`src/rtl/irq_timer_pkg.sv`:
```
package irq_timer_pkg;

  typedef enum logic [1:0] {
    SEL_STATUS = 2'd0,
    SEL_MASK   = 2'd1,
    SEL_TLOW   = 2'd2,
    SEL_THIGH  = 2'd3
  } reg_sel_e;

  // status bit positions (other engines decode these)
  localparam int BIT_BUF_OVER  = 4;
  localparam int BIT_RSRC_OUT  = 5;
  localparam int BIT_DESC_OUT  = 6;
  localparam int BIT_TMR_DONE  = 7;
  localparam int BIT_TX_DONE   = 9;
  localparam int BIT_RX_PKT    = 10;
  localparam int BIT_PROG_IRQ  = 11;
  localparam int BIT_ADDR_LOAD = 12;

  function automatic logic [15:0] evt_line_mask();
    logic [15:0] m;
    m = '0;
    m[BIT_BUF_OVER]  = 1'b1;
    m[BIT_RSRC_OUT]  = 1'b1;
    m[BIT_DESC_OUT]  = 1'b1;
    m[BIT_TX_DONE]   = 1'b1;
    m[BIT_RX_PKT]    = 1'b1;
    m[BIT_PROG_IRQ]  = 1'b1;
    m[BIT_ADDR_LOAD] = 1'b1;
    return m;
  endfunction

endpackage

```
`src/rtl/irq_status_reg.sv`:
```
module irq_status_reg #(
  parameter int DW       = 16,
  parameter int RSRC_BIT = 5,
  parameter int TMR_BIT  = 7,
  parameter logic [DW-1:0] EVT_MASK = '0
) (
  input  logic          clk,
  input  logic          rst,
  input  logic          clr_wr,
  input  logic [DW-1:0] clr_data,
  input  logic [DW-1:0] evt_set,
  input  logic          tmr_set,
  output logic [DW-1:0] stat_q,
  output logic [DW-1:0] stat_nxt,
  output logic          fetch_req
);

  logic [DW-1:0] set_v;
  logic [DW-1:0] clr_v;
  logic          fetch_nxt;

  always_comb begin
    set_v          = evt_set & EVT_MASK;
    set_v[TMR_BIT] = tmr_set;
    clr_v          = clr_wr ? (clr_data & stat_q) : '0;
    stat_nxt       = (stat_q & ~clr_v) | set_v;
    fetch_nxt      = clr_v[RSRC_BIT] & ~set_v[RSRC_BIT];
  end

  always_ff @(posedge clk) begin
    if (rst) begin
      stat_q    <= '0;
      fetch_req <= 1'b0;
    end else begin
      stat_q    <= stat_nxt;
      fetch_req <= fetch_nxt;
    end
  end

endmodule

```
`src/rtl/irq_mask_reg.sv`:
```
module irq_mask_reg #(
  parameter int DW = 16
) (
  input  logic          clk,
  input  logic          rst,
  input  logic          mask_wr,
  input  logic [DW-1:0] mask_wdata,
  input  logic [DW-1:0] stat_nxt,
  output logic [DW-1:0] mask_q,
  output logic          irq_q
);

  logic [DW-1:0] mask_nxt;

  always_comb begin
    mask_nxt = mask_q;
    if (mask_wr) mask_nxt = {1'b0, mask_wdata[DW-2:0]};
  end

  always_ff @(posedge clk) begin
    if (rst) begin
      mask_q <= '0;
      irq_q  <= 1'b0;
    end else begin
      mask_q <= mask_nxt;
      irq_q  <= |(mask_nxt & stat_nxt);
    end
  end

endmodule

```
`src/rtl/wd_down_timer.sv`:
```
module wd_down_timer #(
  parameter int HW = 16,
  localparam int CW = 2 * HW
) (
  input  logic          clk,
  input  logic          rst,
  input  logic          start,
  input  logic          stop,
  input  logic          tick,
  input  logic          wr_lo,
  input  logic          wr_hi,
  input  logic [HW-1:0] wdata,
  output logic [CW-1:0] count_q,
  output logic          run_q,
  output logic          pend_q,
  output logic          underflow
);

  logic [CW-1:0] pend_val;
  logic [CW-1:0] merged;

  always_comb begin
    merged = pend_q ? pend_val : count_q;
    if (wr_lo) merged[HW-1:0]  = wdata;
    if (wr_hi) merged[CW-1:HW] = wdata;
    underflow = tick & run_q & ~pend_q & (count_q == '0);
  end

  always_ff @(posedge clk) begin
    if (rst) begin
      count_q  <= '0;
      run_q    <= 1'b0;
      pend_q   <= 1'b0;
      pend_val <= '0;
    end else begin
      if (tick && pend_q)      count_q <= pend_val;
      else if (underflow)      count_q <= '1;
      else if (tick && run_q)  count_q <= count_q - 1'b1;

      if (wr_lo || wr_hi) begin
        pend_val <= merged;
        pend_q   <= 1'b1;
      end else if (tick) begin
        pend_q   <= 1'b0;
      end

      if (stop)       run_q <= 1'b0;
      else if (start) run_q <= 1'b1;
    end
  end

endmodule

```
`src/rtl/irq_timer_top.sv`:
```
module irq_timer_top
  import irq_timer_pkg::*;
#(
  parameter int DW = 16
) (
  input  logic          clk,
  input  logic          rst,
  input  logic          bus_wr,
  input  logic          bus_rd,
  input  logic [1:0]    bus_addr,
  input  logic [DW-1:0] bus_wdata,
  output logic [DW-1:0] bus_rdata,
  input  logic [DW-1:0] evt_set,
  input  logic          tmr_start,
  input  logic          tmr_stop,
  input  logic          tick_en,
  output logic          irq,
  output logic          rsrc_req
);

  localparam int CW = 2 * DW;
  localparam logic [DW-1:0] EVT_LINES = DW'(evt_line_mask());

  reg_sel_e      sel;
  logic          wr_stat, wr_mask, wr_lo, wr_hi;
  logic [DW-1:0] stat_q, stat_nxt, mask_q;
  logic [CW-1:0] count_q;
  logic          run_q, pend_q, tmr_uf;

  always_comb begin
    sel     = reg_sel_e'(bus_addr);
    wr_stat = bus_wr && (sel == SEL_STATUS);
    wr_mask = bus_wr && (sel == SEL_MASK);
    wr_lo   = bus_wr && (sel == SEL_TLOW);
    wr_hi   = bus_wr && (sel == SEL_THIGH);
  end

  irq_status_reg #(
    .DW(DW), .RSRC_BIT(BIT_RSRC_OUT), .TMR_BIT(BIT_TMR_DONE), .EVT_MASK(EVT_LINES)
  ) u_stat (
    .clk(clk), .rst(rst), .clr_wr(wr_stat), .clr_data(bus_wdata),
    .evt_set(evt_set), .tmr_set(tmr_uf), .stat_q(stat_q),
    .stat_nxt(stat_nxt), .fetch_req(rsrc_req)
  );

  irq_mask_reg #(.DW(DW)) u_mask (
    .clk(clk), .rst(rst), .mask_wr(wr_mask), .mask_wdata(bus_wdata),
    .stat_nxt(stat_nxt), .mask_q(mask_q), .irq_q(irq)
  );

  wd_down_timer #(.HW(DW)) u_tmr (
    .clk(clk), .rst(rst), .start(tmr_start), .stop(tmr_stop), .tick(tick_en),
    .wr_lo(wr_lo), .wr_hi(wr_hi), .wdata(bus_wdata), .count_q(count_q),
    .run_q(run_q), .pend_q(pend_q), .underflow(tmr_uf)
  );

  always_ff @(posedge clk) begin
    if (rst) begin
      bus_rdata <= '0;
    end else if (bus_rd) begin
      unique case (sel)
        SEL_STATUS: bus_rdata <= stat_q;
        SEL_MASK:   bus_rdata <= mask_q;
        SEL_TLOW:   bus_rdata <= count_q[DW-1:0];
        SEL_THIGH:  bus_rdata <= count_q[CW-1:DW];
        default:    bus_rdata <= '0;
      endcase
    end
  end

endmodule

```
`config.mk`:
```
export PLATFORM = sky130hd
export DESIGN_NAME = irq_timer_top
export DESIGN_NICKNAME = d
export VERILOG_FILES = /design/src/rtl/irq_timer_pkg.sv /design/src/rtl/irq_status_reg.sv /design/src/rtl/irq_mask_reg.sv /design/src/rtl/wd_down_timer.sv /design/src/rtl/irq_timer_top.sv
export SDC_FILE = /design/constraint.sdc
export NUM_CORES = 1
export LEC_CHECK = 0
export BUFFER_PORTS_ARGS = -buffer_cell sky130_fd_sc_hd__buf_2
export CORE_MARGIN = 3
export CORE_UTILIZATION = 55
export DETAILED_ROUTE_END_ITERATION = 8
export PLACE_DENSITY = 0.72
export SETUP_SLACK_MARGIN = 0.15
export SYNTH_ARGS = -nofsm -noshare
export SYNTH_HDL_FRONTEND = slang
export SYNTH_HIERARCHICAL = 1
export SYNTH_SLANG_ARGS = --single-unit
```
`constraint.sdc`:
```
create_clock -name clk -period 4.95 [get_ports clk]
set_clock_uncertainty 0.2 [all_clocks]
set_input_delay 1.485 -clock clk [delete_from_list [all_inputs] [get_ports clk]]
set_output_delay 1.485 -clock clk [all_outputs]
set_load 0.005 [all_outputs]
```
==> impl_metrics.env, run 1 <==
export IMPL_ys_ff_latch=116
export IMPL_cts_max_path_buffers=2
export IMPL_setup_tns_final_ps=0
export IMPL_layoutNonFillerInstCount=882
export IMPL_grt_pass1_vias=5292
export IMPL_wire_per_inst_um=19.1
export IMPL_yosys_area_top_type="dfxtp_1"
export IMPL_ys_flop_type="dfxtp_1"
export IMPL_hold_path_end="u_stat/fetch_req$_SDFF_PP0_"
export IMPL_port_buffers=49
export IMPL_ctsResizeCount=0
export IMPL_gp_congestion=0.876
export IMPL_clockRootBuffer="clkbuf_8"
export IMPL_grt_overflow_total=0
export IMPL_finalSetupViolations=0
export IMPL_hold_viol_final=0
export IMPL_htreeDepth=4
export IMPL_dieArea_um2=12400
export IMPL_multi_input_area_um2=3420
export IMPL_grt_max_degree=92
export IMPL_ys_seq_area_frac=0.381
export IMPL_regToRegStartpoint="u_tmr/count_q[0]$_SDFFE_PP0P_"
export IMPL_dieWidth_um=111
export IMPL_cts_setup_buffers=0
export IMPL_num_fill_cells=864
export IMPL_start_util=0.578
export IMPL_power_density_nw_per_um2=392
export IMPL_endpoint_kind="flip-flop"
export IMPL_ys_warn_count=6
export IMPL_status="finished clean"
export IMPL_grt_pass1_wl_um=27400
export IMPL_fin_crit_ps=3460
export IMPL_rrSetupSlack_ps=1720
export IMPL_hp_class="flip-flop to flip-flop"
export IMPL_startpoint_type="input port"
export IMPL_slew_headroom=0.336
export IMPL_post_route_drc_count=0
export IMPL_worstSetupPathType="input port to flip-flop"
export IMPL_ff2ff_path_depth=11
export IMPL_clk_pin_slew_worst_paths_ps=60
export IMPL_cp_max_fo=33
export IMPL_antenna_left=0
export IMPL_die_y_um=111
export IMPL_dpl_hpwl_um=11100
export IMPL_drive_gt1_frac=0.182
export IMPL_io_pins=59
export IMPL_regArea_um2=2320
export IMPL_core_um2=10600
export IMPL_r2r_end="u_mask/irq_q$_SDFF_PP0_"
export IMPL_leakagePower_nw=2.71
export IMPL_synthCells=702
export IMPL_avgViaCountPerCell=6.30
export IMPL_clk_latency_ps=510
export IMPL_design_area_um2=6960
export IMPL_finalPower_w=0.00273
export IMPL_drtIter0Drc=439
export IMPL_syn_nets=744
export IMPL_whs_path_depth=2
export IMPL_synthArstFlopShare=0
export IMPL_nNetsFinal=775
export IMPL_tightest_slew_ps=993
export IMPL_syn_area_um2=6100
export IMPL_period_share=0.699
export IMPL_area_growth_pct=14.2
export IMPL_synth_area_leaders="dfxtp_1 (38%), mux2i_1 (13%), nor2_1 (8.1%)"
export IMPL_max_cap_violations=0
export IMPL_globalRouteTotalUtil=0.272
export IMPL_cts_tree="built"
export IMPL_antenna_found_initial=0
export IMPL_num_antenna_cells=0
export IMPL_fmax_mhz=289
export IMPL_post_place_cells=850
export IMPL_cts_buffers=17
export IMPL_synth_top_area_share=0.381
export IMPL_num_rows=37
export IMPL_syn_avg_cell_area_um2=8.69
export IMPL_cts_sinks=116
export IMPL_ys_types=59
export IMPL_placed_cell_area_um2=6360
export IMPL_min_from="u_stat/stat_q[5]$_SDFF_PP0_"
export IMPL_dr_pass1_iters=5
export IMPL_peakVddDrop_uv=256
export IMPL_synth_edf_count=0
export IMPL_drt_total_wl_um=16900
export IMPL_cts_hold_buf=0
export IMPL_arrival_ps=3590
export IMPL_cp_required_ps=5080
export IMPL_via_count=5554
export IMPL_drv_slew=0
export IMPL_rsz0062_at_grt="false"
registers in the layout (all words and copies together) (netlist names):
name,cells
u_stat/fetch_req,1
u_mask/irq_q,1
u_mask/mask_q,16
bus_rdata,16
u_stat/stat_q,16
u_tmr/count_q,32
u_tmr/pend_val,32
u_tmr/run_q,1
u_tmr/pend_q,1
synthesized netlist by cell type, types with 5 or more instances:
library cell    n
buf_1           5
a21boi_1        5
or4_1           8
mux2i_1        79
or3b_2         16
a311oi_1       12
nor4_1         19
o221ai_1        6
o22ai_1         6
a21o_1         10
nor2b_1         9
buf_2           7
nand3_1         7
o21ai_0        25
nor3_1         21
clkbuf_1       29
nand2_1        23
a31oi_1         6
o221ai_2       10
nand4_1         7
inv_1          27
a211oi_1       37
a21oi_1        12
dfxtp_1       116
nor2_1        132
critical path, stage by stage:
cell and delay [ps]:
buf_2 120, o21a_1 120, buf_4 320, nand2_1 450
nor2_2 820, a311oi_1 250
through the flow:
step                utilization  worst slack [ps]  hold slack [ps]
floorplan                     -              1340              248
detailed placement        0.603              1140              282
global placement          0.603              1150              273
finish                    0.660              1490              285
CTS                       0.660              1610              291
global route              0.660              1440              319
worst max path at each step:
| stage | start | to | slack [ps] | cells after the start |
|---|---|---|---|---|
| 2_1_floorplan | bus_addr[0] | u_tmr/pend_val[22]$_SDFFE_PP0P_ | 1340 | 7 |
| 3_3_place_gp | tick_en | u_tmr/count_q[17]$_SDFFE_PP0P_ | 1150 | 6 |
| 3_5_place_dp | tick_en | u_tmr/count_q[16]$_SDFFE_PP0P_ | 1140 | 6 |
| 4_1_cts | tick_en | u_tmr/count_q[14]$_SDFFE_PP0P_ | 1610 | 6 |
| 5_1_grt | u_tmr/count_q[0]$_SDFFE_PP0P_ | u_mask/irq_q$_SDFF_PP0_ | 1440 | 11 |
| 6_report | tick_en | u_tmr/count_q[14]$_SDFFE_PP0P_ | 1490 | 6 |
cell families (layout without fill, tap and decap cells):
| kind of cell | after synthesis | count (layout) | synth area share |
|---|---|---|---|
| AOI/OAI and AO/OA | 152 | 152 | 0.193 |
| xor gates and xnor gates | 6 | 6 | 0.00862 |
| adders and majority gates | 1 | 1 | 0.00205 |
| buffers and inverters | 77 | 121 | 0.0589 |
| DFF | 116 | 116 | 0.381 |
| muxes | 79 | 79 | 0.130 |
| and+or+nand+nor | 271 | 271 | 0.227 |
report_power, final:
group          internal, W  switching [W]  leakage [nW]
registers         0.000986      0.0000528         0.946
logic             0.000171       0.000288          1.49
clock network     0.000789       0.000440         0.274
area by class of cell:
cell class,count,area share
multi-input combinational,509,0.492
sequential,116,0.334
clock buffer,19,0.0634
timing repair buffer,62,0.0496
tap,136,0.0244
clock inverter,13,0.0226
inverter,27,0.0146
routing by layer:
metal / GRT usage / share of wire / vias to the layer above
li1: - / - / 2626
met1: 0.356 / 0.43 / 2644
met2: 0.445 / 0.47 / 251
met3: 0.0617 / 0.075 / 33
met4: 0.0876 / 0.019 / 0
met5: 0 / 0 / -
layout by cell type (no fill, tap or decap), drive strengths merged, types with 3 or more instances in the layout:
master / synthesis / final
a21o: 10 / 10
nor3: 21 / 21
dfxtp: 116 / 116
o31ai: 4 / 4
a31oi: 6 / 6
or3b: 17 / 17
buf: 21 / 62
clkbuf: 29 / 19
clkinvlp: 0 / 7
o21ai: 25 / 25
and2: 3 / 3
nand2b: 3 / 3
bufinv: 0 / 3
nor3b: 3 / 3
nor2: 133 / 133
or3: 3 / 3
or4: 8 / 8
a21boi: 9 / 9
a21oi: 12 / 12
nor4b: 5 / 5
clkinv: 0 / 3
o221ai: 16 / 16
nand2: 23 / 23
nor4: 20 / 20
a211oi: 37 / 37
mux2i: 79 / 79
nor2b: 9 / 9
o21bai: 3 / 3
nand4: 7 / 7
inv: 27 / 27
or2: 4 / 4
nand3: 7 / 7
o22ai: 6 / 6
a311oi: 13 / 13
xnor2: 4 / 4
Power figures use the tool's default switching activity.
==> run 2: changes to the inputs <==
--- a/config.mk
+++ b/config.mk
@@ -7,9 +7,9 @@
 export LEC_CHECK = 0
 export BUFFER_PORTS_ARGS = -buffer_cell sky130_fd_sc_hd__buf_2
 export CORE_MARGIN = 3
-export CORE_UTILIZATION = 55
+export CORE_UTILIZATION = 54
 export DETAILED_ROUTE_END_ITERATION = 8
-export PLACE_DENSITY = 0.72
+export PLACE_DENSITY = 0.74
 export SETUP_SLACK_MARGIN = 0.15
 export SYNTH_ARGS = -nofsm -noshare
 export SYNTH_HDL_FRONTEND = slang
==> constraint.sdc (replaced) <==
create_clock -name clk -period 2.9 [get_ports clk]
set_clock_uncertainty 0.2 [all_clocks]
set_input_delay 0.87 -clock clk [delete_from_list [all_inputs] [get_ports clk]]
set_output_delay 0.87 -clock clk [all_outputs]
set_load 0.005 [all_outputs]
==> impl_metrics.env, run 2 (synthesis gave the netlist of run 1 again) <==
export IMPL_antenna_left=0
export IMPL_clk_pin_slew_worst_paths_ps=50
export IMPL_p_switching_w=0.00132
export IMPL_dieWidth_um=112
export IMPL_cpMostUsedCell="or4_1"
export IMPL_clockRootBuffer="clkbuf_16"
export IMPL_finalPower_w=0.00461
export IMPL_crit_path_top_delay_cell="or4_1"
export IMPL_io_pins=59
export IMPL_power_switching_share=0.287
export IMPL_crit_path_cell_trace="or4_1 -> or4_1 -> or4_1 -> nor4_1 -> a311oi_1"
export IMPL_tightest_slew_ps=857
export IMPL_period_share=0.912
export IMPL_post_route_drc_count=0
export IMPL_wire_per_inst_um=18.6
export IMPL_via_count=5660
export IMPL_p_int_w=0.00329
export IMPL_reg_top3="u_tmr/count_q (32), u_tmr/pend_val (32)"
export IMPL_min_from="u_stat/stat_q[5]$_SDFF_PP0_"
export IMPL_gp_congestion=0.875
export IMPL_nNetsFinal=792
export IMPL_cts_tree="built"
export IMPL_final_common_cell="nor2_1"
export IMPL_hp_class="flip-flop to flip-flop"
export IMPL_grt_overflow_total=0
export IMPL_seqPwrFrac=0.384
export IMPL_hold_path_end="u_stat/fetch_req$_SDFF_PP0_"
export IMPL_start_util=0.558
export IMPL_area_growth_pct=17.1
export IMPL_whs_path_depth=2
export IMPL_drtIter0Drc=413
export IMPL_dieArea_um2=12600
export IMPL_endpoint_kind="flip-flop"
export IMPL_post_place_cells=871
export IMPL_finalSetupViolations=0
export IMPL_peakVddDrop_uv=430
export IMPL_slew_headroom=0.423
export IMPL_whs_ps=292
export IMPL_clk_latency_ps=420
export IMPL_cp_max_fo=7
export IMPL_layoutNonFillerInstCount=903
export IMPL_fmax_mhz=378
export IMPL_ff2ff_path_depth=5
export IMPL_rrSetupSlack_ps=250
export IMPL_num_fill_cells=921
export IMPL_core_um2=10900
export IMPL_grt_pass1_wl_um=27100
export IMPL_antenna_found_initial=0
export IMPL_num_rows=38
export IMPL_dpl_hpwl_um=11700
export IMPL_startpoint_type="flip-flop"
export IMPL_regToRegStartpoint="u_tmr/count_q[0]$_SDFFE_PP0P_"
export IMPL_placed_cell_area_um2=6550
export IMPL_critPathMaxStageDelay_ps=610
export IMPL_arrival_ps=2700
export IMPL_fin_crit_ps=2650
export IMPL_pwr_share_clk=0.438
export IMPL_status="finished clean"
export IMPL_dr_pass1_iters=5
export IMPL_worstSetupPathType="flip-flop to flip-flop"
export IMPL_die_y_um=112
export IMPL_hold_viol_final=0
export IMPL_htreeDepth=4
export IMPL_cp_required_ps=2960
export IMPL_drive_gt1_frac=0.203
export IMPL_p_comb_frac=0.178
export IMPL_drv_slew=0
export IMPL_avgViaCountPerCell=6.27
export IMPL_rsz0062_at_grt="false"
export IMPL_num_antenna_cells=0
export IMPL_cts_max_path_buffers=2
export IMPL_cts_setup_buffers=0
export IMPL_drt_total_wl_um=16800
export IMPL_grt_pass1_vias=5395
export IMPL_cts_buffers=17
export IMPL_grt_max_degree=56
export IMPL_power_density_nw_per_um2=646
export IMPL_max_cap_violations=0
export IMPL_globalRouteTotalUtil=0.265
export IMPL_final_cell_mix="nor2_1 (131), dfxtp_1 (116), mux2i_1 (79)"
export IMPL_cts_sinks=116
export IMPL_leakagePower_nw=2.82
export IMPL_r2r_end="u_tmr/count_q[15]$_SDFFE_PP0P_"
export IMPL_design_area_um2=7140
export IMPL_setup_tns_final_ps=0
export IMPL_port_buffers=49
[run 2: cell types whose count changed in the layout (fill, tap and decap cells not counted), sizes merged]
cell and change:
buf +17, clkinv +5, clkinvlp -3, bufinv -1, clkbuf -1
[run 2: worst max-delay path by stage]
stage                              startpoint                              to  slack, ps  cells past startpoint
2_1_floorplan   u_tmr/count_q[0]$_SDFFE_PP0P_         u_mask/irq_q$_SDFF_PP0_        150                     11
3_3_place_gp                          tick_en  u_tmr/count_q[17]$_SDFFE_PP0P_        160                      7
3_5_place_dp                          tick_en  u_tmr/count_q[26]$_SDFFE_PP0P_        130                      7
4_1_cts        u_tmr/count_q[19]$_SDFFE_PP0P_  u_tmr/count_q[26]$_SDFFE_PP0P_        220                      6
5_1_grt         u_tmr/count_q[0]$_SDFFE_PP0P_  u_tmr/count_q[20]$_SDFFE_PP0P_        160                      9
6_report        u_tmr/count_q[0]$_SDFFE_PP0P_  u_tmr/count_q[15]$_SDFFE_PP0P_        250                      5
[run 2: final cells by class]
type	count	area, µm²	area share
inverter	27	101	0.0142
tap	140	175	0.0245
multi-input combinational	509	3440	0.481
sequential	116	2320	0.325
timing repair buffer	79	527	0.0738
clock inverter	14	138	0.0193
clock buffer	18	439	0.0615
[run 2: critical path: cells and delay by family, from the launching register on]
family             cells  cell delay (ps)
AOI/OAI and AO/OA      1               80
and+or+nand+nor        4             1860
DFF                    1              350
[run 2: routing by layer]
layer | GRT usage | vias to the layer above | share of wire
met4 | 0.0737 | 0 | 0.021
met2 | 0.439 | 222 | 0.48
met3 | 0.0588 | 30 | 0.069
met1 | 0.351 | 2745 | 0.44
met5 | 0 | - | 0
li1 | - | 2663 | -
[run 2: through the flow]
stage / util / worst slack [ps]
6_report: 0.653 / 254
5_1_grt: 0.653 / 162
3_3_place_gp: 0.599 / 163
3_5_place_dp: 0.599 / 129
4_1_cts: 0.651 / 216
2_1_floorplan: - / 155
[run 2: power by group through the flow]
stage / logic (W) / registers (W) / clock network [W]
after global placement: 0.000775 / 0.00180 / 0
after detailed placement: 0.000794 / 0.00180 / 0
final: 0.000822 / 0.00177 / 0.00202
after floorplan: 0.000577 / 0.00177 / 0
after CTS: 0.000800 / 0.00177 / 0.00203
after global routing: 0.000891 / 0.00178 / 0.00212
[run 2: what timing repair did]
action	CTS	global route
resized for setup	0	4
setup endpoints to repair	0	11
hold buffers	0	0
==> run 3: changes to the inputs <==
--- a/config.mk
+++ b/config.mk
@@ -7,9 +7,9 @@
 export LEC_CHECK = 0
 export BUFFER_PORTS_ARGS = -buffer_cell sky130_fd_sc_hd__buf_2
 export CORE_MARGIN = 3
-export CORE_UTILIZATION = 54
+export CORE_UTILIZATION = 55
 export DETAILED_ROUTE_END_ITERATION = 8
-export PLACE_DENSITY = 0.74
+export PLACE_DENSITY = 0.72
 export SETUP_SLACK_MARGIN = 0.15
 export SYNTH_ARGS = -nofsm -noshare
 export SYNTH_HDL_FRONTEND = slang
==> constraint.sdc (replaced) <==
create_clock -name clk -period 2.8 [get_ports clk]
set_clock_uncertainty 0.2 [all_clocks]
set_input_delay 0.84 -clock clk [delete_from_list [all_inputs] [get_ports clk]]
set_output_delay 0.84 -clock clk [all_outputs]
set_load 0.005 [all_outputs]
==> impl_metrics.env, run 3 (synthesis gave the netlist of run 1 again) <==
export IMPL_area_growth_pct=19.0
export IMPL_antenna_found_initial=0
export IMPL_gp_congestion=0.901
export IMPL_wire_per_inst_um=19.3
export IMPL_grt_pass1_vias=5601
export IMPL_status="finished clean"
export IMPL_hold_path_end="u_tmr/run_q$_SDFFE_PP0P_"
export IMPL_p_int_w=0.00359
export IMPL_globalRouteTotalUtil=0.283
export IMPL_finalSetupViolations=0
export IMPL_antenna_left=0
export IMPL_worstSetupPathType="flip-flop to flip-flop"
export IMPL_p_switching_w=0.00138
export IMPL_num_rows=37
export IMPL_dpl_hpwl_um=11700
export IMPL_cp_required_ps=3030
export IMPL_dieWidth_um=111
export IMPL_grt_pass1_wl_um=28500
export IMPL_crit_path_top_delay_cell="or4_1"
export IMPL_avgViaCountPerCell=6.38
export IMPL_peakVddDrop_uv=421
export IMPL_worst_slack_ps=251
export IMPL_num_fill_cells=824
export IMPL_fmax_mhz=392
export IMPL_seqPwrFrac=0.367
export IMPL_io_pins=59
export IMPL_final_cell_mix="nor2_1 (131), dfxtp_1 (116), mux2i_1 (79)"
export IMPL_multi_input_area_um2=3470
export IMPL_rsz0062_at_grt="false"
export IMPL_grt_max_degree=65
export IMPL_leakagePower_nw=2.89
export IMPL_drtIter0Drc=477
export IMPL_clockRootBuffer="clkbuf_8"
export IMPL_die_y_um=111
export IMPL_critPathMaxStageDelay_ps=610
export IMPL_whs_path_depth=2
export IMPL_regToRegStartpoint="u_tmr/count_q[0]$_SDFFE_PP0P_"
export IMPL_nNetsFinal=798
export IMPL_arrival_ps=2780
export IMPL_final_common_cell="nor2_1"
export IMPL_power_switching_share=0.278
export IMPL_layoutNonFillerInstCount=904
export IMPL_ff2ff_path_depth=6
export IMPL_fin_crit_ps=2550
export IMPL_htreeDepth=4
export IMPL_max_cap_violations=0
export IMPL_cp_max_fo=7
export IMPL_hp_class="input port to flip-flop"
export IMPL_drt_total_wl_um=17500
export IMPL_drive_gt1_frac=0.214
export IMPL_post_route_drc_count=0
export IMPL_pre_cts_ws_ps=81.7
export IMPL_r2r_end="u_tmr/count_q[25]$_SDFFE_PP0P_"
export IMPL_cts_hold_buf=0
export IMPL_num_antenna_cells=0
export IMPL_crit_path_cell_trace="or4_1 -> buf_4 -> or2_2 -> nor4_1 -> o31ai_1 -> a221oi_2"
export IMPL_power_density_nw_per_um2=686
export IMPL_drv_slew=0
export IMPL_dieArea_um2=12400
export IMPL_period_share=0.910
export IMPL_clk_latency_ps=530
export IMPL_tightest_slew_ps=996
export IMPL_pwr_share_clk=0.448
export IMPL_start_util=0.578
export IMPL_rrSetupSlack_ps=250
export IMPL_cts_tree="built"
export IMPL_slew_headroom=0.329
export IMPL_grt_overflow_total=0
export IMPL_regArea_um2=2320
export IMPL_port_buffers=49
export IMPL_reg_top3="u_tmr/count_q (32), u_tmr/pend_val (32)"
export IMPL_clk_pin_slew_worst_paths_ps=60
export IMPL_post_place_cells=873
export IMPL_p_comb_frac=0.184
export IMPL_cts_max_path_buffers=2
export IMPL_setup_tns_final_ps=0
export IMPL_core_um2=10600
export IMPL_cts_buffers=17
export IMPL_endpoint_kind="flip-flop"
export IMPL_hold_viol_final=0
export IMPL_via_count=5768
export IMPL_min_from="tmr_stop"
export IMPL_startpoint_type="flip-flop"
export IMPL_cts_sinks=116
export IMPL_dr_pass1_iters=8
## run 3: stage by stage
stage / area, µm² / util / hold WS, ps / total power [W]
detailed placement: 6620 / 0.627 / 273 / 0.00272
finish: 7260 / 0.688 / 270 / 0.00498
floorplan: 6130 / - / 248 / 0.00244
global route: 7260 / 0.688 / 272 / 0.00517
global placement: 6620 / 0.627 / 266 / 0.00270
CTS: 7230 / 0.685 / 257 / 0.00495
## run 3: worst max-delay path, delay by kind of cell (launching register included)
family,cells,cell delay [ps]
flops,1,360
compound gates,2,390
buf+inv,1,190
simple gates,3,1330
## run 3: power by group through the flow
stage	Clock, W	Combinational (W)	Sequential (W)
finish	0.00223	0.000918	0.00183
global route	0.00234	0.000993	0.00184
CTS	0.00225	0.000878	0.00182
detailed placement	0	0.000866	0.00186
global placement	0	0.000847	0.00185
floorplan	0	0.000603	0.00184
## run 3: worst max-delay path by stage
stage / to / start / slack [ps] / cells after the start
after floorplan: u_mask/irq_q$_SDFF_PP0_ / bus_addr[0] / 160 / 10
after global routing: u_mask/irq_q$_SDFF_PP0_ / u_tmr/count_q[12]$_SDFFE_PP0P_ / 150 / 9
final: u_tmr/count_q[25]$_SDFFE_PP0P_ / u_tmr/count_q[0]$_SDFFE_PP0P_ / 250 / 6
after global placement: u_mask/irq_q$_SDFF_PP0_ / tick_en / 80 / 10
after CTS: u_tmr/count_q[15]$_SDFFE_PP0P_ / u_tmr/count_q[0]$_SDFFE_PP0P_ / 180 / 5
after detailed placement: u_tmr/count_q[29]$_SDFFE_PP0P_ / tick_en / 80 / 7
## run 3: final cells by class
cell class              instances  share of cell area
repair buffers                 85              0.0817
multi-input cells             509               0.478
flip-flops and latches        116               0.320
well taps                     136              0.0234
inverters                      27              0.0140
clock buffers                  20              0.0614
clock inverters                11              0.0217
## run 3: routing by layer
layer | up-vias | share of wire | global-route usage
li1 | 2688 | - | -
met1 | 2780 | 0.43 | 0.366
met2 | 265 | 0.48 | 0.467
met3 | 35 | 0.067 | 0.0529
met4 | 0 | 0.023 | 0.114
met5 | - | 0 | 0
## run 3: timing repair
action | 4_1_cts | 5_1_grt
buffers inserted | 0 | 0
resized for setup | 0 | 7
hold endpoints to repair | 0 | 0
setup endpoints to repair | 0 | 14
